[src/rtl/ra_pkg.sv]
package ra_pkg;

  typedef enum logic [1:0] {
    OPC_NOP  = 2'd0,
    OPC_LI   = 2'd1,
    OPC_ADD  = 2'd2,
    OPC_LOAD = 2'd3
  } opc_e;

  // poison of a result from the poison of its operands
  function automatic logic result_poison(input opc_e op, input logic pa,
                                         input logic pb, input logic miss);
    case (op)
      OPC_ADD:  return pa | pb;
      OPC_LOAD: return pa | miss;
      default:  return 1'b0;
    endcase
  endfunction

  // a load needs a prefetch only when its address is known
  function automatic logic wants_prefetch(input opc_e op, input logic pa,
                                          input logic miss);
    return (op == OPC_LOAD) && miss && !pa;
  endfunction

endpackage

[src/rtl/ra_window.sv]
module ra_window #(
  parameter int DEPTH = 4,
  parameter int EW    = 32,
  localparam int PW   = (DEPTH > 1) ? $clog2(DEPTH) : 1,
  localparam int CW   = $clog2(DEPTH + 1)
) (
  input  logic          clk,
  input  logic          rst_n,
  input  logic          push,
  input  logic [EW-1:0] push_data,
  input  logic          pop,
  input  logic          flush,
  output logic          head_valid,
  output logic [EW-1:0] head_data,
  output logic [CW-1:0] count
);

  logic [EW-1:0] slot_q [DEPTH];
  logic [PW-1:0] rd_ptr_q, wr_ptr_q;
  logic [CW-1:0] cnt_q;

  function automatic logic [PW-1:0] ptr_next(input logic [PW-1:0] p);
    return (p == PW'(DEPTH - 1)) ? '0 : p + 1'b1;
  endfunction

  always_ff @(posedge clk) begin
    if (push && !flush) slot_q[wr_ptr_q] <= push_data;
  end

  always_ff @(posedge clk or negedge rst_n) begin
    if (!rst_n) begin
      rd_ptr_q <= '0;
      wr_ptr_q <= '0;
      cnt_q    <= '0;
    end else if (flush) begin
      rd_ptr_q <= '0;
      wr_ptr_q <= '0;
      cnt_q    <= '0;
    end else begin
      if (push) wr_ptr_q <= ptr_next(wr_ptr_q);
      if (pop)  rd_ptr_q <= ptr_next(rd_ptr_q);
      case ({push, pop})
        2'b10:   cnt_q <= cnt_q + 1'b1;
        2'b01:   cnt_q <= cnt_q - 1'b1;
        default: cnt_q <= cnt_q;
      endcase
    end
  end

  assign head_valid = (cnt_q != '0);
  assign head_data  = slot_q[rd_ptr_q];
  assign count      = cnt_q;

endmodule

[src/rtl/ra_regfile.sv]
module ra_regfile #(
  parameter int NREGS = 8,
  parameter int XLEN  = 16,
  localparam int AW   = $clog2(NREGS)
) (
  input  logic            clk,
  input  logic            rst_n,
  input  logic [AW-1:0]   rd_a_idx,
  input  logic [AW-1:0]   rd_b_idx,
  output logic [XLEN-1:0] rd_a,
  output logic [XLEN-1:0] rd_b,
  input  logic            we,
  input  logic [AW-1:0]   wr_idx,
  input  logic [XLEN-1:0] wr_data,
  input  logic            ckpt_take,
  input  logic            ckpt_restore
);

  logic [XLEN-1:0] arch_w [NREGS];

  for (genvar g = 0; g < NREGS; g++) begin : g_reg
    logic [XLEN-1:0] val_q;
    logic [XLEN-1:0] ck_q;
    always_ff @(posedge clk or negedge rst_n) begin
      if (!rst_n) begin
        val_q <= '0;
        ck_q  <= '0;
      end else begin
        if (ckpt_restore)                     val_q <= ck_q;
        else if (we && wr_idx == AW'(g))      val_q <= wr_data;
        if (ckpt_take)                        ck_q  <= val_q;
      end
    end
    assign arch_w[g] = val_q;
  end

  assign rd_a = arch_w[rd_a_idx];
  assign rd_b = arch_w[rd_b_idx];

endmodule

[src/rtl/ra_poison.sv]
module ra_poison #(
  parameter int NREGS = 8,
  localparam int AW   = $clog2(NREGS)
) (
  input  logic             clk,
  input  logic             rst_n,
  input  logic [AW-1:0]    rd_a_idx,
  input  logic [AW-1:0]    rd_b_idx,
  output logic             pa,
  output logic             pb,
  input  logic             wr_en,
  input  logic [AW-1:0]    wr_idx,
  input  logic             wr_poison,
  input  logic             mark_en,
  input  logic [AW-1:0]    mark_idx,
  input  logic             clear_all,
  output logic [NREGS-1:0] poison_vec
);

  logic [NREGS-1:0] poison_q;

  always_ff @(posedge clk or negedge rst_n) begin
    if (!rst_n) begin
      poison_q <= '0;
    end else if (clear_all) begin
      poison_q <= '0;
    end else begin
      if (mark_en) poison_q[mark_idx] <= 1'b1;
      if (wr_en)   poison_q[wr_idx]   <= wr_poison;
    end
  end

  assign pa         = poison_q[rd_a_idx];
  assign pb         = poison_q[rd_b_idx];
  assign poison_vec = poison_q;

endmodule

[src/rtl/ra_mode_ctrl.sv]
module ra_mode_ctrl #(
  parameter int PCW = 16
) (
  input  logic           clk,
  input  logic           rst_n,
  input  logic           win_full,
  input  logic           head_valid,
  input  logic           head_block,
  input  logic [PCW-1:0] head_pc,
  input  logic           miss_ret,
  output logic           enter_evt,
  output logic           exit_evt,
  output logic           ra_mode,
  output logic           restart_valid,
  output logic [PCW-1:0] restart_pc
);

  logic           ra_q;
  logic           rst_pulse_q;
  logic [PCW-1:0] rpc_q;

  assign enter_evt = !ra_q && win_full && head_valid && head_block;
  assign exit_evt  = ra_q && miss_ret;

  always_ff @(posedge clk or negedge rst_n) begin
    if (!rst_n) begin
      ra_q        <= 1'b0;
      rst_pulse_q <= 1'b0;
      rpc_q       <= '0;
    end else begin
      if (enter_evt)     ra_q <= 1'b1;
      else if (exit_evt) ra_q <= 1'b0;
      rst_pulse_q <= exit_evt;
      if (enter_evt) rpc_q <= head_pc;
    end
  end

  assign ra_mode       = ra_q;
  assign restart_valid = rst_pulse_q;
  assign restart_pc    = rpc_q;

endmodule

[src/rtl/runahead_ctrl.sv]
module runahead_ctrl
  import ra_pkg::*;
#(
  parameter int DEPTH = 4,
  parameter int NREGS = 8,
  parameter int XLEN  = 16,
  parameter int PCW   = 16,
  localparam int AW   = $clog2(NREGS),
  localparam int CW   = $clog2(DEPTH + 1)
) (
  input  logic            clk,
  input  logic            rst_n,
  input  logic            iss_valid,
  input  logic [1:0]      iss_opc,
  input  logic [AW-1:0]   iss_src_a,
  input  logic [AW-1:0]   iss_src_b,
  input  logic [AW-1:0]   iss_dst,
  input  logic [XLEN-1:0] iss_imm,
  input  logic [PCW-1:0]  iss_pc,
  input  logic            iss_miss,
  output logic            iss_ready,
  input  logic            miss_ret,
  output logic            wb_valid,
  output logic [AW-1:0]   wb_idx,
  output logic [XLEN-1:0] wb_data,
  output logic            wb_poison,
  output logic            pf_valid,
  output logic [XLEN-1:0] pf_addr,
  output logic            ra_mode,
  output logic            restart_valid,
  output logic [PCW-1:0]  restart_pc
);

  localparam int OFS_MISS = 0;
  localparam int OFS_PC   = OFS_MISS + 1;
  localparam int OFS_IMM  = OFS_PC + PCW;
  localparam int OFS_DST  = OFS_IMM + XLEN;
  localparam int OFS_B    = OFS_DST + AW;
  localparam int OFS_A    = OFS_B + AW;
  localparam int OFS_OPC  = OFS_A + AW;
  localparam int EW       = OFS_OPC + 2;

  function automatic logic [XLEN-1:0] add_value(input logic [XLEN-1:0] x,
                                                input logic [XLEN-1:0] y);
    return x + y;
  endfunction

  function automatic logic [XLEN-1:0] hit_value(input logic [XLEN-1:0] addr);
    return (addr << 1) ^ XLEN'(8'h5A);
  endfunction

  // named internal events
  logic            enter_evt, exit_evt, exec_fire, pf_fire, win_full;
  logic            push, pop;
  logic [CW-1:0]   win_cnt;
  logic            head_valid;
  logic [EW-1:0]   head_data, push_data;
  opc_e            head_opc;
  logic [AW-1:0]   head_a, head_b, head_dst;
  logic [XLEN-1:0] head_imm;
  logic [PCW-1:0]  head_pc;
  logic            head_miss, head_block;
  logic [XLEN-1:0] val_a, val_b, res_value;
  logic            pa, pb, res_poison, wr_en;
  logic [NREGS-1:0] poison_vec;

  assign push_data = {iss_opc, iss_src_a, iss_src_b, iss_dst, iss_imm, iss_pc, iss_miss};

  assign head_opc   = opc_e'(head_data[OFS_OPC +: 2]);
  assign head_a     = head_data[OFS_A +: AW];
  assign head_b     = head_data[OFS_B +: AW];
  assign head_dst   = head_data[OFS_DST +: AW];
  assign head_imm   = head_data[OFS_IMM +: XLEN];
  assign head_pc    = head_data[OFS_PC +: PCW];
  assign head_miss  = head_data[OFS_MISS];
  assign head_block = (head_opc == OPC_LOAD) && head_miss;

  assign win_full  = (win_cnt == CW'(DEPTH));
  assign iss_ready = !win_full && !exit_evt;
  assign push      = iss_valid && iss_ready;
  assign exec_fire = head_valid && !exit_evt && !enter_evt && (ra_mode || !head_block);
  assign pop       = exec_fire || enter_evt;
  assign wr_en     = exec_fire && (head_opc != OPC_NOP);
  assign pf_fire   = exec_fire && ra_mode && wants_prefetch(head_opc, pa, head_miss);

  always_comb begin
    case (head_opc)
      OPC_LI:   res_value = head_imm;
      OPC_ADD:  res_value = add_value(val_a, val_b);
      OPC_LOAD: res_value = hit_value(val_a);
      default:  res_value = '0;
    endcase
    res_poison = result_poison(head_opc, pa, pb, head_miss);
  end

  ra_window #(.DEPTH(DEPTH), .EW(EW)) u_window (
    .clk(clk), .rst_n(rst_n), .push(push), .push_data(push_data),
    .pop(pop), .flush(exit_evt), .head_valid(head_valid),
    .head_data(head_data), .count(win_cnt)
  );

  ra_regfile #(.NREGS(NREGS), .XLEN(XLEN)) u_regs (
    .clk(clk), .rst_n(rst_n), .rd_a_idx(head_a), .rd_b_idx(head_b),
    .rd_a(val_a), .rd_b(val_b), .we(wr_en), .wr_idx(head_dst),
    .wr_data(res_value), .ckpt_take(enter_evt), .ckpt_restore(exit_evt)
  );

  ra_poison #(.NREGS(NREGS)) u_poison (
    .clk(clk), .rst_n(rst_n), .rd_a_idx(head_a), .rd_b_idx(head_b),
    .pa(pa), .pb(pb), .wr_en(wr_en), .wr_idx(head_dst),
    .wr_poison(res_poison), .mark_en(enter_evt), .mark_idx(head_dst),
    .clear_all(exit_evt), .poison_vec(poison_vec)
  );

  ra_mode_ctrl #(.PCW(PCW)) u_mode (
    .clk(clk), .rst_n(rst_n), .win_full(win_full), .head_valid(head_valid),
    .head_block(head_block), .head_pc(head_pc), .miss_ret(miss_ret),
    .enter_evt(enter_evt), .exit_evt(exit_evt), .ra_mode(ra_mode),
    .restart_valid(restart_valid), .restart_pc(restart_pc)
  );

  always_ff @(posedge clk or negedge rst_n) begin
    if (!rst_n) begin
      wb_valid  <= 1'b0;
      wb_idx    <= '0;
      wb_data   <= '0;
      wb_poison <= 1'b0;
      pf_valid  <= 1'b0;
      pf_addr   <= '0;
    end else begin
      wb_valid  <= wr_en;
      wb_idx    <= head_dst;
      wb_data   <= res_value;
      wb_poison <= wr_en && res_poison;
      pf_valid  <= pf_fire;
      pf_addr   <= val_a;
    end
  end

endmodule

[config.mk]
export PLATFORM = sky130hd
export DESIGN_NAME = runahead_ctrl
export DESIGN_NICKNAME = d
export VERILOG_FILES = /design/src/rtl/ra_pkg.sv /design/src/rtl/ra_window.sv /design/src/rtl/ra_regfile.sv /design/src/rtl/ra_poison.sv /design/src/rtl/ra_mode_ctrl.sv /design/src/rtl/runahead_ctrl.sv
export SDC_FILE = /design/constraint.sdc
export NUM_CORES = 1
export LEC_CHECK = 0
export ABC_AREA = 1
export BUFFER_PORTS_ARGS = -buffer_cell sky130_fd_sc_hd__buf_2
export CORE_MARGIN = 5
export CORE_UTILIZATION = 56
export CTS_CLUSTER_SIZE = 40
export DETAILED_ROUTE_END_ITERATION = 6
export GPL_TIMING_DRIVEN = 0
export PLACE_DENSITY_LB_ADDON = 0.3
export RECOVER_POWER = 25
export SYNTH_ARGS = -nofsm -noshare
export SYNTH_HDL_FRONTEND = slang
export SYNTH_HIERARCHICAL = 1
export SYNTH_SLANG_ARGS = --single-unit
[constraint.sdc]
create_clock -name clk -period 3.8 [get_ports clk]
set_clock_uncertainty 0.1 [all_clocks]
set_input_delay 0.76 -clock clk [delete_from_list [all_inputs] [get_ports clk]]
set_output_delay 0.76 -clock clk [all_outputs]
set_load 0.005 [all_outputs]
======== Yosys cells after proc, flatten, opt, wreduce, memory -nomap -nowiden ========
Memories as Yosys holds them, arrays and structs flattened.
Index checks and enable logic that the tools add are counted.
word-level totals
  bits in registers ....................... 327
  bits in writable memories ............... 176
  output and inout bits ................... 57
  logic and storage cells ................. 157
  memories kept ........................... 1
memories
  name             depth  width  read ports  clocked after Yosys merged registers in  write ports  line             text
  u_window.slot_q  4      44     1           0                                        1            ra_window.sv:18  logic [EW-1:0] slot_q [DEPTH];
cells by class
  add/sub/neg operators ................... 5
  $lt $le $gt $ge ......................... 6
  eq/ne operators ......................... 15
  mux-type cells .......................... 47
  bitwise operators ....................... 6
  reduce and logical (&&, ||, !) cells .... 48
operators with widths
  kind                                                         count
  2-to-1 mux 16 bit                                            20
  binary-select mux 16 bit (select 3 bit)                      2
  one-hot mux 16 bit (3 select lines)                          1
  2-to-1 mux 8 bit                                             4
  logical AND 1 bit                                            25
  nonzero test 2 bit                                           12
  adder 16 bit                                                 1
  == test 3 bit (second input constant)                        5
  less-than comparator 3 x 4 -> 1 bit (second input constant)  3
  2-to-1 mux 2 bit                                             6
  == test 2 bit (second input constant)                        5
  bitwise mux 8 bit                                            1
  >= comparator 4 bit (second input constant)                  2
  inverter 3 -> 4 bit                                          2
  OR 8 bit                                                     1
  2-to-1 mux 1 bit                                             7
  binary-select mux 1 bit (select 3 bit)                       2
  == test 3 x 2 -> 1 bit (second input constant)               2
  zero test 1 bit                                              6
  one-hot mux 3 bit (2 select lines)                           1
  nonzero test 3 bit                                           2
  adder 2 x 1 -> 2 bit (second input constant)                 2
  == test 2 x 1 -> 1 bit (second input constant)               2
  inverter 4 bit                                               1
  other kinds (10)                                             12

======== Depth between registers and ports, before layout ========
Gate-level depths: netlist of the first run.
  depth in word-level cells ............... 11
  mapped depth ............................ 27

======== Cells and area by module ========
Netlist of the first run, hierarchy kept.
by module, submodules not included
  module         instances  cells each  area each (µm²)  sequential area each (µm²)
  ra_regfile     1          1,852       13,500.4         6,406.1
  ra_window      1          487         6,956.7          5,460.2
  runahead_ctrl  1          299         2,289.7          950.9
  ra_mode_ctrl   1          79          745.7            450.4
  ra_poison      1          131         689.4            200.2

======== Least setup slack after synthesis of the first run ========
No wires, ideal clock.
  path kind ............................... input-to-reg
  start ................................... input miss_ret
  end ..................................... memory u_window/slot_q[0][0] (netlist bit), enable pin
  arrival ................................. 3,401 ps
  data required time ...................... 3,254 ps
  setup slack ............................. -147 ps
  stages on the path ...................... 5
  buffers on the path ..................... 0
  cell sequence ........................... nand2_1 inv_1 nor3b_1 nand2_1 nor2_1
on the way
  longest elaborated chain between the ends .. 7
RTL lines
  item                                    line                 text
  start: declaration                      runahead_ctrl.sv:22  input logic miss_ret,
  logical AND 1 bit                       ra_mode_ctrl.sv:23   assign exit_evt = ra_q && miss_ret;
  named net exit_evt                      runahead_ctrl.sv:53  logic enter_evt, exit_evt, exec_fire, pf_fire, win_full;
  zero test 1 bit                         runahead_ctrl.sv:79  assign iss_ready = !win_full && !exit_evt;
  logical AND 1 bit                       runahead_ctrl.sv:79
  logical AND 1 bit                       runahead_ctrl.sv:80  assign push = iss_valid && iss_ready;
  named net push                          runahead_ctrl.sv:54  logic push, pop;
  logical AND 1 bit                       ra_window.sv:27      if (push && !flush) slot_q[wr_ptr_q] <= push_data;
  2-to-1 mux 1 bit                        ra_window.sv:27
  2-to-1 mux 1 bit (implied by the code)  ra_window.sv:27
  end: declaration                        ra_window.sv:18
The timed path passes the listed nets, and every way through them passes these cells.

======== Worst setup path in the final report of the first run ========
  start ................................... register u_window.rd_ptr_q[0]
  end ..................................... register u_regs.g_reg[4].val_q[8]
on the way
  elaborated cells between the ends (all ways) .. 28
  classes of those cells .................. add/sub: 1; eq/ne: 4; mux: 9; bitwise: 2; reduce/logical: 11; memory: 1
RTL lines
  item                                                  line                 text
  start: declaration                                    ra_window.sv:19      logic [PW-1:0] rd_ptr_q, wr_ptr_q;
  start signal: assignment                              ra_window.sv:41      if (pop) rd_ptr_q <= ptr_next(rd_ptr_q);
  memory read (4 x 44 bit)                              n/a
  named net head_data[40]                               runahead_ctrl.sv:57  logic [EW-1:0] head_data, push_data;
  inverter 3 -> 4 bit (implied by the code)             ra_regfile.sv:37     assign rd_a = arch_w[rd_a_idx];
  binary-select mux 16 bit (select 3 bit)               ra_regfile.sv:37
  2-to-1 mux 16 bit (implied by the code) (2 in a row)  ra_regfile.sv:37
  named net val_a[1]                                    runahead_ctrl.sv:63  logic [XLEN-1:0] val_a, val_b, res_value;
  adder 16 bit                                          runahead_ctrl.sv:45  return x + y;
  one-hot mux 16 bit (3 select lines)                   runahead_ctrl.sv:87  case (head_opc)
  named net res_value[8]                                runahead_ctrl.sv:63
  2-to-1 mux 16 bit                                     ra_regfile.sv:30     else if (we && wr_idx == AW'(g)) val_q <= wr_data;
  2-to-1 mux 16 bit                                     ra_regfile.sv:29     if (ckpt_restore) val_q <= ck_q;
  end signal: assignment                                ra_regfile.sv:29
  end signal: assignment                                ra_regfile.sv:30
  end: declaration                                      ra_regfile.sv:22     logic [XLEN-1:0] val_q;
The timed path passes the listed nets, and every way through them passes these cells. The select of a mux whose other input is x is not followed.
A chain may end at the register's enable or synchronous reset.

==> results of run 1 <==
[path summary, 6_finish.rpt]
kind | from | end | cells past startpoint
min in group asynchronous | rst_n | u_regs/g_reg[4].val_q[4]$_DFFE_PN0P_ | 1
worst max register to register | u_window/rd_ptr_q[0]$_DFFE_PN0P_ | u_regs/g_reg[4].val_q[8]$_DFFE_PN0P_ | 25
worst max-delay path | u_window/rd_ptr_q[0]$_DFFE_PN0P_ | u_regs/g_reg[4].val_q[8]$_DFFE_PN0P_ | 25
max in group asynchronous | rst_n | u_regs/g_reg[2].val_q[4]$_DFFE_PN0P_ | 2
worst min-delay path | miss_ret | u_mode/ra_mode$_DFFE_PN0P_ | 2
worst min register to register | u_mode/restart_pc[3]$_DFFE_PN0P_ | u_mode/restart_pc[3]$_DFFE_PN0P_ | 2
[registers in the layout (all words and copies together) (netlist names)]
register and flops:
pf_valid 1, u_mode/restart_valid 1, u_poison/poison_vec 8, u_mode/restart_pc 16, pf_addr 16, u_window/wr_ptr_q 2, u_window/rd_ptr_q 2, wb_poison 1
u_mode/ra_mode 1, u_regs/g.ck_q 128, u_window/count 3, wb_valid 1, wb_idx 3, u_window/slot_q 176, wb_data 16, u_regs/g.val_q 128
[worst max-delay path, cell delays in order, from the launching register on]
cell and delay, ns:
dfrtp_1 0.41, buf_8 0.17, clkinv_8 0.07, buf_8 0.12, nor2_4 0.04, o22ai_4 0.22
buf_8 0.17, clkinvlp_4 0.25, buf_6 0.23, nand3_1 0.14, nand2_2 0.09, nand2_2 0.08
nand2_4 0.09, fa_2 0.43, nand2_2 0.09, nand2_2 0.06, and2_4 0.17, nand2_2 0.07
nand3b_1 0.09, nand3_2 0.09, nand3_2 0.13, inv_2 0.10, nor2_4 0.05, buf_12 0.15
a21boi_2 0.14, nand2_1 0.06
[stage by stage]
step | hold WS (ns) | area, um^2 | utilization
3_3_place_gp | 0.351 | 25400 | 0.593
4_1_cts | 0.0618 | 29500 | 0.687
2_1_floorplan | 0.349 | 24200 | -
5_1_grt | 0.229 | 30600 | 0.714
3_5_place_dp | 0.357 | 25600 | 0.597
6_report | 0.240 | 30600 | 0.714
[per-layer routing]
metal / global-route usage / share of wire / up-vias
met5: 0 / 0 / -
met4: 0.157 / 0.053 / 0
met3: 0.0544 / 0.089 / 258
met2: 0.549 / 0.47 / 1245
met1: 0.462 / 0.39 / 10600
li1: - / - / 9813
[what timing repair did]
item	CTS	global route
buffers inserted	96	57
gates cloned	4	3
pin swaps	77	87
setup endpoints to repair	286	182
gates resized for setup	398	284
hold endpoints to repair	0	0
[cells in the final DEF (no fill, tap or decap), types with 5 or more instances in the layout]
cell type   synthesis  layout
nand2_1           977     856
dfrtp_1           327     326
nor2_1            274     247
inv_1             234     213
edfxtp_1          176     176
nand3_1           185     147
buf_4              13     131
a21oi_1           138     131
buf_2              80     116
nand2_2             6     100
o21ai_0           112      89
a21boi_2            0      80
clkbuf_1           29      65
clkbuf_16           0      55
nand3_2             2      38
nor2_4             13      38
o22ai_1            44      36
buf_6               8      35
nand2_4             2      29
o21ai_1            11      28
buf_12              0      27
a21boi_1            9      26
inv_2              14      24
a21boi_0          116      19
ha_4                0      15
buf_8               0      15
nor2_2              9      11
clkbuf_8            0      10
clkbuf_2            3       9
a22o_1              8       8
clkinv_2            0       8
clkbuf_4            0       8
clkinvlp_4          0       7
a21oi_2             0       5
o21ai_2             1       5
ha_1               20       5
[layout make-up]
type / instances / area (um^2)
diodes: 2 / 5.00
plain buffers: 137 / 1070
clock buffers: 75 / 1470
clock inverters: 20 / 200
fillers: 3142 / 12200
inverters: 249 / 986
multi-input cells: 1956 / 10600
flip-flops and latches: 503 / 13500
well taps: 585 / 732
repair buffers: 266 / 2150
[cells by family (layout without fill, tap and decap cells)]
logic type | after synthesis | count (layout) | synth area share
DFF | 503 | 503 | 0.557
xor gates and xnor gates | 1 | 1 | 0.000362
other | 0 | 2 | 0
buffers and inverters | 389 | 747 | 0.0693
AOI/OAI and AO/OA | 445 | 445 | 0.110
adders and majority gates | 22 | 22 | 0.0120
and+or+nand+nor | 1488 | 1488 | 0.252
==> flow_summary_export.csv, run 1 <==
group,metric,value,unit
outcome,run_status,"finished with violations",
outcome,violations,"capacitance limit, slew limit, setup timing",
finish,post_route_cells_drive_above_1_share,0.253,
timing,finalCriticalPeriod,4.00,ns
place,gp_congestion,1.01,
timing,hold_viol_final,0,
cts,cts_tree,"yes",
cts,cts.clk_slew.worst_paths,0.07,ns
route,viasPerCell,5.78,
global_route,grt_first_pass_wirelength,123000,um
floorplan,num_rows,76,
timing,post-route-worst-setup-slack,-0.204,ns
logic_synthesis,ys_types,44,
timing,drv_slew,81,
logic_synthesis,synth_edf_count,176,
flow_run,maxCapViolations,2,
cts,cts_max_path_buffers,3,
place,place_hpwl,56000,um
global_route,antenna_found_initial,0,
logic_synthesis,netlist_top_cells_count,"nand2_1 (977), dfrtp_1 (327), nor2_1 (274), inv_1 (234), nand3_1 (185)",
logic_synthesis,synth.area.top_cells,"dfrtp_1 (34%), edfxtp_1 (22%), nand2_1 (15%)",
cts,cts.sinks,503,
route,drt-total-wl,84000,um
timing,min_period_over_period,1.05,
floorplan,die-width,218,um
logic_synthesis,postSynthCellCount,2848,
floorplan,start_util,0.564,
hold_path,hold_class,"input port to flip-flop",
finish,synthToLayoutAreaGrowth,26.7,%
route,drtPass1Iterations,6,
logic_synthesis,synthFlopType,"dfrtp_1",
place,dpl.cell_count,3544,
global_route,first_global_vias,20800,
cts,cts_hold_buf,0,
global_route,grt_max_degree,127,
cts,cts_max_level,2,
setup_path,crit_arrival,4.38,ns
finish,fin_cells,3793,
setup_path,path_class,"flip-flop to flip-flop",
setup_path,critPathMaxFanout,7,
cts,numCtsBuffers,52,
setup_path,r2r_slack,-0.20,ns
logic_synthesis,syn_nets,2918,
timing,maxSlewHeadroom,-0.406,
floorplan,top_level_ports,105,
place,io_buffers,104,
floorplan,die_h,218,um
logic_synthesis,ys_warn_count,6,
logic_synthesis,yosysMostFrequentCell,"nand2_1",
global_route,grt_util_all_layers,0.342,
floorplan,die_area,47400,um^2
cts,clk_latency,0.62,ns
route,num_vias,21900,
timing,rsz0062_at_grt,"yes",
logic_synthesis,yosysTopAreaCell,"dfrtp_1",
finish,final_net_count,3235,
route,drt_iter0_drc,2639,
timing,finalSetupTns,-10.70,ns
logic_synthesis,synth_seq_cells,503,
logic_synthesis,ys_seq_area_frac,0.557,
route,routedWlPerCell,22.1,um
route,ant_nets,0,
route,drc_errors,0,
floorplan,core,42900,um^2
global_route,grt_overflow,0,
setup_path,worst_ep_required_time,4.18,ns
place,pre_cts_ws,-2.43,ns
cts,cts_root_buffer,"clkbuf_16",
timing,tightest_slew,2.11,ns
logic_synthesis,synth.cell_area,24200,um^2
timing,fmax,250,MHz
setup_path,cp-end-kind,"flip-flop",
logic_synthesis,async_reset_ff_frac,0.650,
setup_path,worstSetupStartpointType,"flip-flop",
timing,setup_viol_count_final,105,
logic_synthesis,synth_top_area_frac,0.338,
logic_synthesis,synth.avg_cell_area,8.49,um^2
Power of run 1 is not shown: default switching activity piles up to over one toggle a cycle in this logic, so the estimate is an artifact.
==> run 2: changes to the inputs <==
- CORE_UTILIZATION: 56 -> 58
- CTS_BUF_LIST: default -> sky130_fd_sc_hd__clkbuf_2 sky130_fd_sc_hd__clkbuf_4 sky130_fd_sc_hd__clkbuf_8
==> run 2 against run 1 <==
- the flow finishes with violations (DRC, capacitance limit, slew limit, setup timing)
- utilization grew 1.9 points
- worst setup slack got worse by 0.11 ns
- wire length is 2.7% lower
- non-clock buffer count is 27 lower
- first-iteration DRC count grew 13%
==> flow_summary_export.csv, run 2 (synthesis results as in run 1) <==
group,metric,value,unit
timing,rsz0062_at_grt,"yes",
timing,post-route-worst-setup-slack,-0.311,ns
floorplan,num_rows,74,
route,routedWlPerCell,21.7,um
timing,tightest_slew,2.27,ns
place,io_buffers,104,
timing,fmax,243,MHz
setup_path,worst_ep_required_time,4.31,ns
timing,maxSlewHeadroom,-0.512,
finish,final_area,30100,um^2
timing,min_period_over_period,1.08,
hold_path,hold_start,"miss_ret",
setup_path,worstSetupStartpointType,"flip-flop",
setup_path,r2r-end,"u_regs/g_reg[0].val_q[1]$_DFFE_PN0P_",
finish,multiInputGateArea,10300,um^2
cts,cts.clk_slew.worst_paths,0.07,ns
floorplan,die_h,214,um
outcome,violations,"DRC, capacitance limit, slew limit, setup timing",
route,viasPerCell,5.83,
cts,numCtsBuffers,82,
cts,clk_latency,0.71,ns
route,ant_nets,0,
outcome,run_status,"finished with violations",
floorplan,start_util,0.590,
finish,layout.area.seq,13500,um^2
setup_path,r2r_slack,-0.31,ns
finish,fillerInstances,2875,
finish,mostFrequentLayoutCells,"nand2_1 (876), dfrtp_1 (326), nor2_1 (249), inv_1 (214), edfxtp_1 (176)",
cts,cts.sinks,503,
cts,cts_root_buffer,"clkbuf_8",
setup_path,cp-end-kind,"flip-flop",
floorplan,core,41000,um^2
global_route,first_global_vias,20900,
timing,finalSetupTns,-14.34,ns
setup_path,r2r.worst_path.cells,21,
hold_path,min_to,"u_mode/ra_mode$_DFFE_PN0P_",
floorplan,top_level_ports,105,
finish,post_route_cells_drive_above_1_share,0.244,
route,drtPass1Iterations,7,
finish,regMostFlops,"u_window/slot_q",
timing,setup_viol_count_final,140,
floorplan,die_area,45900,um^2
cts,cts_max_level,3,
finish,synthToLayoutAreaGrowth,24.4,%
finish,layout_commonest_cell,"nand2_1",
route,drt-total-wl,81700,um
global_route,grt_util_all_layers,0.340,
route,num_vias,22000,
global_route,grt_first_pass_wirelength,121000,um
setup_path,crit_arrival,4.62,ns
setup_path,crit_slowest_cell,"fa_2",
place,place_hpwl,54500,um
place,post_dp_cell_area,25600,um^2
finish,final_net_count,3238,
setup_path,cpPeakStageDelay,0.57,ns
hold_path,hold_class,"input port to flip-flop",
finish,fin_util,0.733,
setup_path,worstPathCellList,"buf_8, clkinv_8, buf_8, nor2_2, o22ai_2, clkbuf_8, clkinvlp_4, buf_6, buf_6, nand3_2, nand2_2, nand2_2, nand2_4, ha_4, fa_2, nand2_1, o211ai_1, inv_1, nor2_4, a21boi_0, nand2_1",
floorplan,die-width,214,um
global_route,grt_overflow,0,
timing,finalCriticalPeriod,4.11,ns
timing,drv_slew,89,
setup_path,crit_family,"buffers and inverters",
route,drt_iter0_drc,2982,
route,drc_errors,2,
cts,cts_max_path_buffers,3,
setup_path,rr_startpoint,"u_window/rd_ptr_q[0]$_DFFE_PN0P_",
place,gp_congestion,0.999,
global_route,antenna_found_initial,3,
setup_path,path_class,"flip-flop to flip-flop",
finish,largest_register_ffs,176,
setup_path,critPathMaxFanout,8,
finish,top_regs,"u_window/slot_q: 176 flops, u_regs/g.ck_q: 128 flops, u_regs/g.val_q: 128 flops",
timing,hold_viol_final,0,
flow_run,maxCapViolations,1,
hold_path,hold_depth,2,
global_route,grt_max_degree,128,
setup_path,cp.buffers_inverters,8,
cts,cts_tree,"yes",
==> run 2: changes by cell type in the layout (fill, tap and decap cells not counted), sizes merged <==
cell	delta
buf	-25
bufinv	-1
clkbuf	+46
clkinv	+2
clkinvlp	-1
diode	-1
dlygate4sd3	+1
inv	+1
==> run 2: per-stage QoR <==
stage / worst slack, ns / hold slack, ns / cells
floorplan: -0.147 / 0.349 / 2848
finish: -0.311 / 0.137 / 3762
detailed placement: -2.33 / 0.355 / 3491
CTS: -0.105 / 0.100 / 3718
global route: -0.369 / 0.138 / 3761
global placement: -4.16 / 0.352 / 3484
==> run 2: worst register-to-register path: cells and delay by family, from the launching register on <==
kind	cells	cell delay, ns
buf+inv	8	1.23
fa+ha+maj	2	0.75
compound gates	3	0.60
simple gates	8	0.95
flops	1	0.40
==> run 2: final cells by class <==
class,instances,area share
Multi-Input combinational cell,1956,0.343
Timing Repair Buffer,239,0.0619
Tap cell,532,0.0221
Clock inverter,21,0.00553
Antenna cell,1,0.0000832
Inverter,249,0.0327
Clock buffer,124,0.0511
Buffer,137,0.0355
Sequential cell,503,0.448
==> run 2: metal layers <==
metal  up-vias  global-route usage  part of all wire
met1     10500               0.444              0.38
li1       9826                   -                 -
met5         -                   0           0.00034
met4         4               0.173             0.062
met2      1372               0.546              0.46
met3       294              0.0675              0.10
==> run 2: worst max path at each step <==
stage                                startpoint                                    end  slack [ns]  cells past startpoint
4_1_cts        u_window/rd_ptr_q[0]$_DFFE_PN0P_  u_regs/g_reg[0].val_q[15]$_DFFE_PN0P_       -0.11                     27
6_report       u_window/rd_ptr_q[0]$_DFFE_PN0P_   u_regs/g_reg[0].val_q[1]$_DFFE_PN0P_       -0.31                     21
3_3_place_gp                              rst_n      u_mode/restart_pc[10]$_DFFE_PN0P_       -4.16                      1
3_5_place_dp   u_window/rd_ptr_q[1]$_DFFE_PN0P_  u_regs/g_reg[7].val_q[14]$_DFFE_PN0P_       -2.33                     26
5_1_grt        u_window/rd_ptr_q[0]$_DFFE_PN0P_   u_regs/g_reg[6].val_q[2]$_DFFE_PN0P_       -0.37                     22
2_1_floorplan                          miss_ret        u_window/slot_q[0][0]$_DFFE_PP_       -0.15                      5
==> run 2: timing repair <==
item / in CTS / in global routing
buffers inserted: 80 / 45
gates cloned: 3 / 2
hold buffers: 1 / 0
setup endpoints to repair: 288 / 229
resized for setup: 265 / 337
endpoints found under the hold margin: 78 / 0
pin swaps: 39 / 87
Power of run 2 is left out for the same reason.
